File: src/rtl/lu_pkg.sv
`timescale 1ns/1ps
package lu_pkg;
    localparam logic [3:0] A_DATA  = 4'd0;
    localparam logic [3:0] A_IEN   = 4'd1;
    localparam logic [3:0] A_IID   = 4'd2;
    localparam logic [3:0] A_LINE  = 4'd3;
    localparam logic [3:0] A_MODEM = 4'd4;
    localparam logic [3:0] A_LSTAT = 4'd5;
    localparam logic [3:0] A_MSTAT = 4'd6;
    localparam logic [3:0] A_SCR   = 4'd7;
    localparam logic [3:0] A_XCTL  = 4'd8;
    localparam logic [3:0] A_XSTAT = 4'd9;
    localparam logic [3:0] A_DIV   = 4'd10;

    typedef enum logic [1:0] {
        SH_IDLE  = 2'd0,
        SH_START = 2'd1,
        SH_DATA  = 2'd2,
        SH_STOP  = 2'd3
    } shift_st_e;
endpackage

File: src/rtl/lu_fifo.sv
`timescale 1ns/1ps
module lu_fifo #(
    parameter int W     = 8,
    parameter int DEPTH = 8
) (
    input  logic         clk,
    input  logic         rst_n,
    input  logic         clr,
    input  logic         push,
    input  logic [W-1:0] wdata,
    input  logic         pop,
    output logic [W-1:0] rdata,
    output logic         full,
    output logic         empty
);
    localparam int AW = (DEPTH > 1) ? $clog2(DEPTH) : 1;
    localparam int CW = $clog2(DEPTH + 1);

    typedef struct packed {
        logic [AW-1:0] wp;
        logic [AW-1:0] rp;
        logic [CW-1:0] cnt;
    } ptr_t;

    ptr_t s_d, s_q;
    logic [W-1:0] mem_q [DEPTH];
    logic do_push, do_pop;

    function automatic logic [AW-1:0] bump(input logic [AW-1:0] p);
        return (p == AW'(DEPTH - 1)) ? '0 : p + 1'b1;
    endfunction

    assign full  = (s_q.cnt == CW'(DEPTH));
    assign empty = (s_q.cnt == '0);
    assign rdata = mem_q[s_q.rp];

    always_comb begin
        s_d     = s_q;
        do_pop  = pop && !empty;
        do_push = push && (!full || do_pop);
        if (clr) begin
            s_d     = '0;
            do_push = 1'b0;
        end else begin
            if (do_push) s_d.wp = bump(s_q.wp);
            if (do_pop)  s_d.rp = bump(s_q.rp);
            if (do_push && !do_pop)      s_d.cnt = s_q.cnt + 1'b1;
            else if (!do_push && do_pop) s_d.cnt = s_q.cnt - 1'b1;
        end
    end

    always_ff @(posedge clk or negedge rst_n) begin
        if (!rst_n) s_q <= '0;
        else        s_q <= s_d;
    end

    always_ff @(posedge clk) begin
        if (do_push) mem_q[s_q.wp] <= wdata;
    end
endmodule

File: src/rtl/lu_baud.sv
`timescale 1ns/1ps
module lu_baud #(
    parameter int DIV_W = 16
) (
    input  logic             clk,
    input  logic             rst_n,
    input  logic [DIV_W-1:0] div,
    output logic             tick
);
    logic [DIV_W-1:0] cnt_d, cnt_q, limit;

    always_comb begin
        limit = (div == '0) ? '0 : div - 1'b1;
        tick  = (cnt_q >= limit);
        cnt_d = tick ? '0 : cnt_q + 1'b1;
    end

    always_ff @(posedge clk or negedge rst_n) begin
        if (!rst_n) cnt_q <= '0;
        else        cnt_q <= cnt_d;
    end
endmodule

File: src/rtl/lu_tx.sv
`timescale 1ns/1ps
module lu_tx import lu_pkg::*; (
    input  logic       clk,
    input  logic       rst_n,
    input  logic       tick,
    input  logic       en,
    input  logic       len8,
    input  logic       q_empty,
    input  logic [7:0] q_data,
    output logic       pop,
    output logic       txd,
    output logic       busy
);
    typedef struct packed {
        shift_st_e  st;
        logic [7:0] sh;
        logic [2:0] bitn;
        logic [2:0] tcnt;
    } tx_t;

    tx_t s_d, s_q;
    logic [2:0] last_bit;

    assign last_bit = len8 ? 3'd7 : 3'd6;
    assign busy     = (s_q.st != SH_IDLE);

    always_comb begin
        s_d = s_q;
        pop = 1'b0;
        unique case (s_q.st)
            SH_IDLE: begin
                if (en && !q_empty) begin
                    pop      = 1'b1;
                    s_d.st   = SH_START;
                    s_d.sh   = q_data;
                    s_d.tcnt = '0;
                    s_d.bitn = '0;
                end
            end
            SH_START: begin
                if (tick) begin
                    s_d.tcnt = s_q.tcnt + 1'b1;
                    if (s_q.tcnt == 3'd7) s_d.st = SH_DATA;
                end
            end
            SH_DATA: begin
                if (tick) begin
                    s_d.tcnt = s_q.tcnt + 1'b1;
                    if (s_q.tcnt == 3'd7) begin
                        s_d.sh = {1'b0, s_q.sh[7:1]};
                        if (s_q.bitn == last_bit) s_d.st = SH_STOP;
                        else                      s_d.bitn = s_q.bitn + 1'b1;
                    end
                end
            end
            SH_STOP: begin
                if (tick) begin
                    s_d.tcnt = s_q.tcnt + 1'b1;
                    if (s_q.tcnt == 3'd7) s_d.st = SH_IDLE;
                end
            end
            default: s_d.st = SH_IDLE;
        endcase
    end

    always_comb begin
        unique case (s_q.st)
            SH_START: txd = 1'b0;
            SH_DATA:  txd = s_q.sh[0];
            default:  txd = 1'b1;
        endcase
    end

    always_ff @(posedge clk or negedge rst_n) begin
        if (!rst_n) s_q <= '{st: SH_IDLE, sh: '0, bitn: '0, tcnt: '0};
        else        s_q <= s_d;
    end
endmodule

File: src/rtl/lu_rx.sv
`timescale 1ns/1ps
module lu_rx import lu_pkg::*; (
    input  logic       clk,
    input  logic       rst_n,
    input  logic       tick,
    input  logic       en,
    input  logic       len8,
    input  logic       rxd,
    output logic       push,
    output logic [7:0] data
);
    typedef struct packed {
        shift_st_e  st;
        logic [7:0] sh;
        logic [2:0] bitn;
        logic [2:0] tcnt;
    } rx_t;

    localparam logic [2:0] MID = 3'd3;

    rx_t s_d, s_q;
    logic [2:0] last_bit;

    assign last_bit = len8 ? 3'd7 : 3'd6;
    assign data     = len8 ? s_q.sh : {1'b0, s_q.sh[7:1]};

    always_comb begin
        s_d  = s_q;
        push = 1'b0;
        unique case (s_q.st)
            SH_IDLE: begin
                if (en && !rxd) begin
                    s_d.st   = SH_START;
                    s_d.tcnt = '0;
                    s_d.bitn = '0;
                end
            end
            SH_START: begin
                if (tick) begin
                    s_d.tcnt = s_q.tcnt + 1'b1;
                    if (s_q.tcnt == MID && rxd) s_d.st = SH_IDLE;
                    else if (s_q.tcnt == 3'd7)  s_d.st = SH_DATA;
                end
            end
            SH_DATA: begin
                if (tick) begin
                    s_d.tcnt = s_q.tcnt + 1'b1;
                    if (s_q.tcnt == MID) s_d.sh = {rxd, s_q.sh[7:1]};
                    if (s_q.tcnt == 3'd7) begin
                        if (s_q.bitn == last_bit) s_d.st = SH_STOP;
                        else                      s_d.bitn = s_q.bitn + 1'b1;
                    end
                end
            end
            SH_STOP: begin
                if (tick) begin
                    s_d.tcnt = s_q.tcnt + 1'b1;
                    if (s_q.tcnt == MID) begin
                        push   = 1'b1;
                        s_d.st = SH_IDLE;
                    end
                end
            end
            default: s_d.st = SH_IDLE;
        endcase
    end

    always_ff @(posedge clk or negedge rst_n) begin
        if (!rst_n) s_q <= '{st: SH_IDLE, sh: '0, bitn: '0, tcnt: '0};
        else        s_q <= s_d;
    end
endmodule

File: src/rtl/lite_uart.sv
`timescale 1ns/1ps
module lite_uart import lu_pkg::*; #(
    parameter int FIFO_DEPTH = 8,
    parameter int BUS_W      = 16,
    parameter int DIV_W      = 16
) (
    input  logic             clk,
    input  logic             rst_n,
    input  logic             bus_sel,
    input  logic             bus_wr,
    input  logic [3:0]       bus_addr,
    input  logic [BUS_W-1:0] bus_wdata,
    output logic [BUS_W-1:0] bus_rdata,
    output logic             txd,
    output logic             rts,
    input  logic             rxd,
    input  logic             cts,
    output logic             irq
);
    typedef struct packed {
        logic [3:0]       ien;
        logic [1:0]       line;
        logic             rts;
        logic [7:0]       scr;
        logic [1:0]       xctl;
        logic [DIV_W-1:0] div;
        logic             ovr;
        logic [1:0]       rx_sync;
        logic [1:0]       cts_sync;
    } regs_t;

    regs_t r_d, r_q;

    logic wr_acc, rd_acc;
    logic tick;
    logic tx_push, tx_pop, tx_clr, tx_full, tx_empty, tx_busy;
    logic rx_push, rx_pop, rx_clr, rx_full, rx_empty, rx_over;
    logic [7:0] tx_head, rx_head, rx_byte;
    logic rx_pend, tx_pend, len8;
    logic [2:0] iid_code;
    logic [3:0] ien_cur;
    logic ovr_cur, tx_en_cur;

    assign wr_acc    = bus_sel && bus_wr;
    assign rd_acc    = bus_sel && !bus_wr;
    assign len8      = r_q.line[0];
    assign ien_cur   = r_q.ien;
    assign ovr_cur   = r_q.ovr;
    assign tx_en_cur = r_q.xctl[1];

    assign tx_push = wr_acc && (bus_addr == A_DATA);
    assign rx_pop  = rd_acc && (bus_addr == A_DATA);
    assign rx_clr  = wr_acc && (bus_addr == A_IID) && bus_wdata[1];
    assign tx_clr  = wr_acc && (bus_addr == A_IID) && bus_wdata[2];
    assign rx_over = rx_push && rx_full && !rx_pop;

    lu_baud #(.DIV_W(DIV_W)) u_baud (
        .clk(clk), .rst_n(rst_n), .div(r_q.div), .tick(tick)
    );

    lu_fifo #(.W(8), .DEPTH(FIFO_DEPTH)) u_txq (
        .clk(clk), .rst_n(rst_n), .clr(tx_clr), .push(tx_push),
        .wdata(bus_wdata[7:0]), .pop(tx_pop), .rdata(tx_head),
        .full(tx_full), .empty(tx_empty)
    );

    lu_fifo #(.W(8), .DEPTH(FIFO_DEPTH)) u_rxq (
        .clk(clk), .rst_n(rst_n), .clr(rx_clr), .push(rx_push),
        .wdata(rx_byte), .pop(rx_pop), .rdata(rx_head),
        .full(rx_full), .empty(rx_empty)
    );

    lu_tx u_tx (
        .clk(clk), .rst_n(rst_n), .tick(tick), .en(r_q.xctl[1]), .len8(len8),
        .q_empty(tx_empty), .q_data(tx_head), .pop(tx_pop), .txd(txd),
        .busy(tx_busy)
    );

    lu_rx u_rx (
        .clk(clk), .rst_n(rst_n), .tick(tick), .en(r_q.xctl[0]), .len8(len8),
        .rxd(r_q.rx_sync[1]), .push(rx_push), .data(rx_byte)
    );

    assign rx_pend  = r_q.ien[0] && !rx_empty;
    assign tx_pend  = r_q.ien[1] && !tx_full;
    assign iid_code = rx_pend ? 3'b100 : (tx_pend ? 3'b010 : 3'b001);
    assign irq      = (r_q.ien[3:2] == 2'b11) && (rx_pend || tx_pend);
    assign rts      = r_q.rts;

    always_comb begin
        r_d          = r_q;
        r_d.rx_sync  = {r_q.rx_sync[0], rxd};
        r_d.cts_sync = {r_q.cts_sync[0], cts};
        if (wr_acc) begin
            case (bus_addr)
                A_IEN:   r_d.ien  = bus_wdata[3:0];
                A_LINE:  r_d.line = bus_wdata[1:0];
                A_MODEM: r_d.rts  = bus_wdata[1];
                A_SCR:   r_d.scr  = bus_wdata[7:0];
                A_XCTL:  r_d.xctl = bus_wdata[1:0];
                A_DIV:   r_d.div  = bus_wdata[DIV_W-1:0];
                default: ;
            endcase
        end
        if (rd_acc && bus_addr == A_LSTAT) r_d.ovr = 1'b0;
        if (rx_over)                       r_d.ovr = 1'b1;
    end

    always_comb begin
        bus_rdata = '0;
        case (bus_addr)
            A_DATA:  bus_rdata[7:0] = rx_empty ? 8'h00 : rx_head;
            A_IEN:   bus_rdata[3:0] = r_q.ien;
            A_IID:   bus_rdata[2:0] = iid_code;
            A_LINE:  bus_rdata[1:0] = r_q.line;
            A_MODEM: bus_rdata[1]   = r_q.rts;
            A_LSTAT: begin
                bus_rdata[0] = !rx_empty;
                bus_rdata[1] = r_q.ovr;
                bus_rdata[5] = !tx_full;
                bus_rdata[6] = tx_empty && !tx_busy;
            end
            A_MSTAT: bus_rdata[5]   = r_q.cts_sync[1];
            A_SCR:   bus_rdata[7:0] = r_q.scr;
            A_XCTL:  bus_rdata[1:0] = r_q.xctl;
            A_XSTAT: bus_rdata[1:0] = {!tx_full, !rx_empty};
            A_DIV:   bus_rdata[DIV_W-1:0] = r_q.div;
            default: ;
        endcase
    end

    always_ff @(posedge clk or negedge rst_n) begin
        if (!rst_n) begin
            r_q <= '{ien: '0, line: '0, rts: 1'b0, scr: '0, xctl: 2'b11,
                     div: '0, ovr: 1'b0, rx_sync: 2'b11, cts_sync: 2'b00};
        end else begin
            r_q <= r_d;
        end
    end
endmodule

File: config.mk
export PLATFORM = sky130hd
export DESIGN_NAME = lite_uart
export DESIGN_NICKNAME = d
export VERILOG_FILES = /design/src/rtl/lu_pkg.sv /design/src/rtl/lu_fifo.sv /design/src/rtl/lu_baud.sv /design/src/rtl/lu_tx.sv /design/src/rtl/lu_rx.sv /design/src/rtl/lite_uart.sv
export SDC_FILE = /design/constraint.sdc
export NUM_CORES = 1
export LEC_CHECK = 0
export BUFFER_PORTS_ARGS = -buffer_cell sky130_fd_sc_hd__buf_4
export CAP_MARGIN = 20
export CELL_PAD_IN_SITES_DETAIL_PLACEMENT = 2
export CELL_PAD_IN_SITES_GLOBAL_PLACEMENT = 2
export CORE_MARGIN = 5
export CORE_UTILIZATION = 40
export CTS_CLUSTER_DIAMETER = 40
export CTS_CLUSTER_SIZE = 16
export DETAILED_ROUTE_END_ITERATION = 7
export PLACE_DENSITY = 0.87
export SETUP_SLACK_MARGIN = 0.15
export SLEW_MARGIN = 0
export SYNTH_ARGS = -nofsm -noshare
export SYNTH_HDL_FRONTEND = slang
export SYNTH_SLANG_ARGS = --single-unit
export TNS_END_PERCENT = 20
File: constraint.sdc
create_clock -name clk -period 4.6 [get_ports clk]
set_clock_uncertainty 0.1 [all_clocks]
set_input_delay 0.92 -clock clk [delete_from_list [all_inputs] [get_ports clk]]
set_output_delay 0.92 -clock clk [all_outputs]
set_load 0.05 [all_outputs]
# Yosys cells after proc, flatten, opt, wreduce, memory -nomap -nowiden
# Memory sizes are Yosys's and may differ from the RTL's.
# Cells that the tools add are included.
# Widths: inputs -> output; s select.
# totals
elab_cells,236
latchBits,0
output_inout_bits,19
mem_count,2
mem_bits_ro,0
register_bits,106
input_bits,26
mem_bits_rw,128
# op_classes
bitwise_logic,0
n_mul,0
shift,0
reduce_logical,73
n_div,0
add_sub_neg,14
mux,74
eq_ne,48
magnitude_cmp,1
# mem_list
name,depth,word_bits,read_ports,rd_ports_with_merged_regs,write_ports,line,source
u_rxq.mem_q,8,8,1,0,1,lu_fifo.sv:26,logic [W-1:0] mem_q [DEPTH];
u_txq.mem_q,8,8,1,0,1,lu_fifo.sv:26,
# op_table
operator,n
$mux 16,5
$mux 3,14
$mux 8,4
$mux 2,14
$logic_and 1x1->1,25
$add 3x1->3 const B,8
$ne 2x1->1 const B,11
$pmux 11 s2,1
$eq 4x4->1 const B,5
$mux 10,2
$eq 3x3->1 const B,6
$pmux 3 s3,2
$add 16x1->16 const B,1
$eq 4x3->1 const B,4
$ge 16x16->1,1
$logic_not 16->1,1
$mux 4,4
$ne 2x2->1 const B,8
$pmux 2 s4,2
$reduce_and 8->1,2
$reduce_bool 2->1,8
$sub 16x1->16 const B,1
$mux 1,14
$mux 13,1
other kinds (27),66

# Longest topological paths before layout
# Gate-level depths: netlist (run 1).
# logic_depth
word_depth,13
mapped_depth,19
ltp_nobuf,19

# Hierarchy
# A second synthesis (run 1) with hierarchy kept.
# unflattened
hier_cells,873
area_unflattened_um2,11793.8
# by_module_without_submodules
mod,seq_area_each_um2,instances,area_each_um2,cells_each
lu_fifo at u_rxq,2172.1,1,3179.3,175
lu_fifo at u_txq,2172.1,1,3160.5,174
lite_uart,955.9,1,1971.9,172
lu_baud,400.4,1,1610.3,177
lu_tx,400.4,1,955.9,93
lu_rx,400.4,1,915.9,82

# Worst setup path after synthesis (run 1)
# Ideal clock, no wire load.
# synth_timing
kind,register to register
from,reg r_q[10] (netlist name)
to,reg u_rxq.s_q[3] (netlist name)
path_stages_with_launch,19
setup_slack_ns,0.047
synth_period_minus_slack_ns,4.553
required_ns,4.369
setup_ns,0.131
arrival_time_ns,4.322
n_path_buf,0
cell_sequence,dfrtp_1 nor4_1 nand2_1 nor3_1 nor4bb_1 xor2_1 nand2_1 ha_1 nand4_2 nor3_4 or4b_4 a311oi_4 inv_1 ha_1 a21o_1 a21o_1 and3_1 mux2i_1 nand3_1
# synth_between
elab_chain_cells,9
word_cells_on_any_way,13
cone_classes,add/sub: 1; order compare: 1; mux: 5; reduce/logical: 6
# synth_lines
element,line,source
start: declaration,lite_uart.sv:32,"regs_t r_d, r_q;"
start signal: assignment,lite_uart.sv:134,"r_q <= '{ien: '0, line: '0, rts: 1'b0, scr: '0, xctl: 2'b11,"
start signal: assignment,lite_uart.sv:137,r_q <= r_d;
$sub 16x1->16 / $logic_not 16->1 (equally long branches),lu_baud.sv:13,limit = (div == '0) ? '0 : div - 1'b1;
$mux 16 *,lu_baud.sv:13,
$ge 16x16->1 *,lu_baud.sv:14,tick = (cnt_q >= limit);
$mux 1 *,lu_rx.sv:56,if (tick) begin
$mux 1 *,lu_rx.sv:30,unique case (s_q.st)
$logic_and 1x1->1 *,lu_fifo.sv:40,do_push = push && (!full || do_pop);
$logic_and 1x1->1 / $logic_not 1->1 (equally long branches),"lu_fifo.sv:47, lu_fifo.sv:48",
$mux 4 / $logic_and 1x1->1 (equally long branches),"lu_fifo.sv:47, lu_fifo.sv:48",
$mux 10 / $reduce_bool 3->1 (equally long branches),n/a,
end signal: assignment,lu_fifo.sv:53,if (!rst_n) s_q <= '0;
end signal: assignment,lu_fifo.sv:54,else s_q <= s_d;
end: declaration,lu_fifo.sv:25,"ptr_t s_d, s_q;"
# Mark *: on every way between the ends. The rest lies on a longest branch, timed or not.
# A chain may end at the register's enable or synchronous reset.

# Worst setup path after layout (run 1)
# Same ends and word-level chain as after synthesis.

==> flow_metrics.tcl, run 1 <==
set metrics [dict create \
    run_status "finished, violations left" \
    violations "setup timing" \
    cts_tree "built" \
    final_cell_area_um2 13900 \
    post_synth_inst_count 863 \
    totalWireLength_um 41800 \
    mostFrequentLayoutCell "edfxtp_1" \
    critical_path.max_fanout 3 \
    die_width_um 179 \
    power.static_leakage_nw 5.55 \
    top_level_ports 45 \
    detail_route.drc_violations 0 \
    detailroute.via_count 8229 \
    avgViaCountPerCell 6.03 \
    worstHoldStart "r_d[3]$_DFF_PN1_" \
    initial_utilization_pct 40.7 \
    tritoncts_num_sinks 234 \
    globalRouteTotalUtil_pct 25.5 \
    antenna_violating_nets_post_route 0 \
    insertion_delay_ps 530 \
    worstPathRequired_ps 4900 \
    vdd.ir_drop.worst_mv 0.329 \
    period_needed_ps 4860 \
    wire_per_inst_um 30.6 \
    final_critical_path_setup_slack_ps -255 \
    postLayoutCoreUtil_pct 49.6 \
    coreArea_um2 27900 \
    drv_slew 0 \
    most-common-layout-cells "128 x edfxtp_1, 102 x dfrtp_1, 85 x buf_4, 74 x nand2_1, 60 x nor2_1" \
    cap_viol_max_count 0 \
    dominant_synthesized_flop_cell "edfxtp_1" \
    syn-cell-area_um2 11400 \
    cts-buffers-inserted 37 \
    synthesis.nets 934 \
    report.power.total_mw 7.26 \
    totalNegativeSetupSlack_ps -2630 \
    power_density_nw_per_um2 524 \
    post_route_cells_drive_above_1_share_pct 29.8 \
    portBuffers 44 \
    worstSetupPathType "flip-flop to flip-flop" \
    die_h_um 179 \
    timing.final.setup_violations 42 \
    detailedPlace.worstSlack_ps -120 \
    average_cell_area_after_synthesis_um2 13.2 \
    detail_route.iter0.violations 709 \
    fmax_mhz 206 \
    crit_path_end_kind "flip-flop" \
    layoutNonFillerInstCount 1365 \
    grt_start_max_net_pins 62 \
    fin_worst_hold_slack_ps 263 \
    total_die_area_um2 31900 \
    std_cell_rows 61 \
    cts.htree.levels 2 \
    hp-class "flip-flop to flip-flop" \
    setup.worst_path.start "r_q[10]$_DFFE_PN0P_" \
    timing.rr.start "r_q[10]$_DFFE_PN0P_" \
    global_route_congestion_overflow_total 0 \
    setup_repair_after_global_routing_missed_its_margin "true" \
    synth.yosys.seq_area_share_pct 57.1 \
    clk_pin_slew_ps 60 \
    number_of_iterations_in_the_first_detailed_routing_pass 5 \
    wire_length_of_the_first_global_routing_pass_um 60700 \
    min_period_over_period_pct 106 \
    place.gp.congestion 0.790 \
    worst-slew-pin-transition_ps 1140 \
    placedCellCount 1285 \
    dpl_cell_area_um2 12300 \
    syn_to_final_growth_pct 21.7 \
    cts.path.max_buffers 3 \
    synth-seq-cells 234 \
    yosys_warnings 0 \
    timing.slew.headroom_pct 23.4 \
    clock-root-buffer "clkbuf_16" \
    critical_path.startpoint_type "flip-flop" \
    first_global_vias 9261 \
    synth_enable_flop_cells 128 \
    nNetsFinal 1030 \
    cp_data_arrival_time_ps 5150 \
    dp_hpwl_um 24400 \
    post_synth_num_cell_types 76 \
    number_of_antenna_violations_at_the_first_check_in_global_routing 0 \
    fraction_of_synthesis_flops_using_an_asynchronous_set_or_reset_pin_pct 45.3 \
    insertedDiodeCount 0 \
    timing_hold_violations_final 0 \
]
==> registers in the layout, summed over array words and instances (netlist names) <==
signal / cells
ien_cur: 4
len8: 1
ovr_cur: 1
r_d: 2
r_q: 29
rts: 1
u_baud.cnt_q: 16
u_rx.s_q: 16
u_rxq.mem_q: 64
u_rxq.s_q: 10
u_tx.s_q: 16
u_txq.mem_q: 64
u_txq.s_q: 10
==> power by group <==
part           internal (mW)  total [mW]  switching (mW)  leakage (nW)
registers               2.41        2.75           0.338          2.56
logic                  0.731        1.68           0.954          2.38
clock network           1.71        2.83            1.12         0.598
==> cell usage after synthesis, types with 21 or more instances <==
| library cell | n | area [um2] |
|---|---|---|
| edfxtp_1 | 128 | 3840 |
| dfrtp_1 | 102 | 2550 |
| nand2_1 | 76 | 285 |
| nor2_1 | 65 | 244 |
| mux2_2 | 53 | 597 |
| ha_1 | 43 | 538 |
| mux4_2 | 32 | 721 |
| o21ai_0 | 28 | 140 |
| a21oi_1 | 27 | 135 |
| mux2i_1 | 27 | 270 |
| nor3_1 | 26 | 130 |
| xor2_1 | 21 | 184 |
==> worst paths after layout <==
check                                           end  slack [ps]  depth (start not counted)
min in group asynchronous       r_q[10]$_DFFE_PN0P_         440                          1
hold / removal                     r_q[3]$_DFF_PN1_         260                          0
max in group asynchronous   u_rx.s_q[7]$_DFFE_PN0P_        3070                          2
hold reg to reg                    r_q[3]$_DFF_PN1_         260                          0
setup reg to reg           u_rxq.s_q[3]$_DFFE_PN0P_        -260                         18
setup / recovery           u_rxq.s_q[3]$_DFFE_PN0P_        -260                         18
==> repair_timing <==
action | in CTS | in global routing
gates resized for setup | 16 | 27
endpoints found under the setup margin | 67 | 65
setup buffers | 2 | 11
hold buffers | 0 | 0
pin swaps | 4 | 18
==> layer usage <==
layer	vias up	global-route usage [%]	routed length [um]
met4	0	11.6	1750
li1	3438	-	-
met3	108	4.85	2060
met1	4346	31.5	16500
met2	337	43.5	21500
met5	-	0	0
==> final cells by class <==
cell class                 instances  area [um2]
clock inverter                    22         258
clock buffer                      45         966
timing repair buffer              93         737
tap                              378         473
inverter                          17        63.8
fill                            2672       14100
multi-input combinational        576        4860
sequential                       234        6500
==> critical path, cell delays in order (launching register included) <==
cell      delay (ps)
dfrtp_1          420
nor4_4           410
nand2_2          140
buf_4            180
nor4_2           280
xor2_1           220
nand2_1          150
ha_4             320
nand4_4          120
nor3_4           210
or4b_4           540
a311oi_4         360
inv_2            120
ha_4             230
a21o_1           190
a21oi_1          270
nor3_1           110
mux2i_1          220
nand3_1          130
==> cells by family (layout without fill, tap and decap cells) <==
logic type	Yosys count	after routing	synth area share [%]
DFF	234	234	57.1
xor gates and xnor gates	33	33	2.54
and+or+nand+nor	267	267	11.9
buffers and inverters	53	177	2.05
adders and majority gates	45	45	5.08
AOI/OAI and AO/OA	119	119	7.33
muxes	112	112	14.0
No activity file was read; power rests on OpenSTA's default activity.
==> run 2, diff against run 1 <==
--- a/config.mk
+++ b/config.mk
@@ -7,14 +7,12 @@
 export LEC_CHECK = 0
 export BUFFER_PORTS_ARGS = -buffer_cell sky130_fd_sc_hd__buf_4
 export CAP_MARGIN = 20
-export CELL_PAD_IN_SITES_DETAIL_PLACEMENT = 2
-export CELL_PAD_IN_SITES_GLOBAL_PLACEMENT = 2
 export CORE_MARGIN = 5
-export CORE_UTILIZATION = 40
+export CORE_UTILIZATION = 50
 export CTS_CLUSTER_DIAMETER = 40
 export CTS_CLUSTER_SIZE = 16
 export DETAILED_ROUTE_END_ITERATION = 7
-export PLACE_DENSITY = 0.87
+export PLACE_DENSITY = 0.8
 export SETUP_SLACK_MARGIN = 0.15
 export SLEW_MARGIN = 0
 export SYNTH_ARGS = -nofsm -noshare
==> flow_metrics.tcl, run 2 (synthesis results as in run 1) <==
set metrics [dict create \
    run_status "finished, final reports clean" \
    insertedDiodeCount 0 \
    critical_path.startpoint_type "flip-flop" \
    clk_pin_slew_ps 60 \
    place.gp.congestion 0.857 \
    placedCellCount 1185 \
    die_width_um 161 \
    n_fill_cell 1708 \
    syn_to_final_growth_pct 16.4 \
    mostFrequentLayoutCell "edfxtp_1" \
    tritoncts_num_sinks 234 \
    cts.htree.levels 1 \
    fin_worst_hold_slack_ps 251 \
    grt_start_max_net_pins 70 \
    worst_hold_path.endpoint "r_q[1]$_DFF_PN0_" \
    worstPathRequired_ps 4930 \
    period_needed_ps 4340 \
    layoutNonFillerInstCount 1245 \
    setup_repair_after_global_routing_missed_its_margin "true" \
    portBuffers 44 \
    cts_tree "built" \
    antenna_violating_nets_post_route 0 \
    timing.final.setup_violations 0 \
    worst-slew-pin-transition_ps 912 \
    timing.critical_path.buf_inv 1 \
    min_period_over_period_pct 94.3 \
    share_of_total_power_consumed_by_net_switching_pct 31.1 \
    vdd.ir_drop.worst_mv 0.350 \
    avgViaCountPerCell 5.83 \
    crit_path_end_kind "flip-flop" \
    post_route_cells_drive_above_1_share_pct 25.8 \
    ff2ff_setup_slack_ps 260 \
    hold_path_depth 0 \
    total_die_area_um2 25900 \
    cts_hold_buffers 0 \
    worstSetupPathType "flip-flop to flip-flop" \
    r2r_cells 16 \
    power_frac_clock_pct 35.1 \
    final_critical_path_setup_slack_ps 262 \
    postLayoutCoreUtil_pct 58.9 \
    crit-reg2reg-capture "u_rxq.s_q[3]$_DFFE_PN0P_" \
    power_density_nw_per_um2 483 \
    top_level_ports 45 \
    cp_slowest_stage_delay_ps 560 \
    hp-class "flip-flop to flip-flop" \
    number_of_iterations_in_the_first_detailed_routing_pass 5 \
    clock-root-buffer "clkbuf_16" \
    totalNegativeSetupSlack_ps 0 \
    die_h_um 161 \
    std_cell_rows 55 \
    detail_route.iter0.violations 447 \
    timing.critical_path.max_delay_family "simple AND/OR/NAND/NOR gates" \
    crit_slowest_cell "or4_4" \
    nNetsFinal 1008 \
    coreArea_um2 22500 \
    timing.rr.start "r_q[16]$_DFFE_PN0P_" \
    fmax_mhz 231 \
    global_route_congestion_overflow_total 0 \
    power.static_leakage_nw 5.33 \
    totalWireLength_um 24000 \
    wire_per_inst_um 19.3 \
    detailroute.via_count 7262 \
    most-common-layout-cells "128 x edfxtp_1, 102 x dfrtp_1, 78 x buf_4, 76 x nand2_1, 64 x nor2_1" \
    cts-buffers-inserted 29 \
    number_of_antenna_violations_at_the_first_check_in_global_routing 0 \
    power_frac_seq_pct 41.9 \
    path_cells "or4_4 > nor3_1 > xor2_1 > nand2_1 > ha_1 > nand4_4 > nor3_4 > or4b_4 > a311oi_4 > inv_1 > ha_1 > a21o_1 > a21o_1 > and3_1 > mux2i_1 > nand3_1" \
    initial_utilization_pct 50.6 \
    power.internal_mw 4.41 \
    drv_slew 0 \
    detailedPlace.worstSlack_ps 74.5 \
    timing_hold_violations_final 0 \
    detail_route.drc_violations 0 \
    first_global_vias 7295 \
    wire_length_of_the_first_global_routing_pass_um 38800 \
    timing.slew.headroom_pct 39.2 \
    biggestRegsByFlops "u_rxq.mem_q x64, u_txq.mem_q x64, r_q x29" \
    switching_pwr_mw 1.99 \
    globalRouteTotalUtil_pct 18.4 \
    critical_path.max_fanout 5 \
    cap_viol_max_count 0 \
    cts.path.max_buffers 3 \
    cp_data_arrival_time_ps 4670 \
    insertion_delay_ps 550 \
    share_comb_of_total_power_pct 22.9 \
    dp_hpwl_um 16500 \
    worstHoldStart "r_d[1]$_DFF_PN0_" \
]
==> run 2: cell types whose count changed in the layout (fill, tap and decap cells not counted), sizes merged <==
cell and change:
clkinv -1, inv +2, buf -14, clkbuf -12, bufinv -2
==> run 2: how the worst max path moves through the flow <==
stage	cells after the start	slack [ps]	endpoint	from
after floorplan	18	220	u_rxq.s_q[3]$_DFFE_PN0P_	r_q[10]$_DFFE_PN0P_
after global placement	18	140	u_rxq.s_q[3]$_DFFE_PN0P_	r_q[10]$_DFFE_PN0P_
after detailed placement	18	70	u_rxq.s_q[3]$_DFFE_PN0P_	r_q[10]$_DFFE_PN0P_
after CTS	18	160	u_rxq.s_q[3]$_DFFE_PN0P_	r_q[10]$_DFFE_PN0P_
after global routing	18	1	u_rxq.s_q[3]$_DFFE_PN0P_	r_q[10]$_DFFE_PN0P_
final	16	260	u_rxq.s_q[3]$_DFFE_PN0P_	r_q[16]$_DFFE_PN0P_
==> run 2: cell type report <==
type | instances | area [um2] | area share (%)
repair buffers | 79 | 613 | 4.63
well taps | 285 | 357 | 2.69
flip-flops and latches | 234 | 6500 | 49.1
inverters | 17 | 63.8 | 0.482
clock buffers | 33 | 751 | 5.67
clock inverters | 21 | 220 | 1.66
multi-input cells | 576 | 4740 | 35.8
==> run 2: per-layer routing <==
layer	routed length, um	track usage, %
met5	0	0
met3	1360	3.05
met2	11900	30.3
met4	507	4.34
met1	10200	26.1
==> run 2: power by group through the flow <==
| stage | combinational, mW | sequential [mW] | clock (mW) |
|---|---|---|---|
| floorplan | 1.14 | 2.60 | 0 |
| global placement | 1.33 | 2.73 | 0 |
| detailed placement | 1.37 | 2.74 | 0 |
| CTS | 1.38 | 2.71 | 2.28 |
| global route | 1.63 | 2.72 | 2.39 |
| finish | 1.47 | 2.68 | 2.25 |
==> run 2: through the flow <==
| stage | cell area [um2] | power [mW] |
|---|---|---|
| 6_report | 13200 | 6.39 |
| 5_1_grt | 13200 | 6.74 |
| 4_1_cts | 13100 | 6.37 |
| 3_5_place_dp | 12100 | 4.12 |
| 3_3_place_gp | 12100 | 4.06 |
| 2_1_floorplan | 11400 | 3.74 |
==> run 2: what timing repair did <==
item,CTS,global route
setup endpoints to repair,1,43
pin swaps,0,13
setup buffers,0,5
hold endpoints to repair,0,0
gates resized for setup,2,9
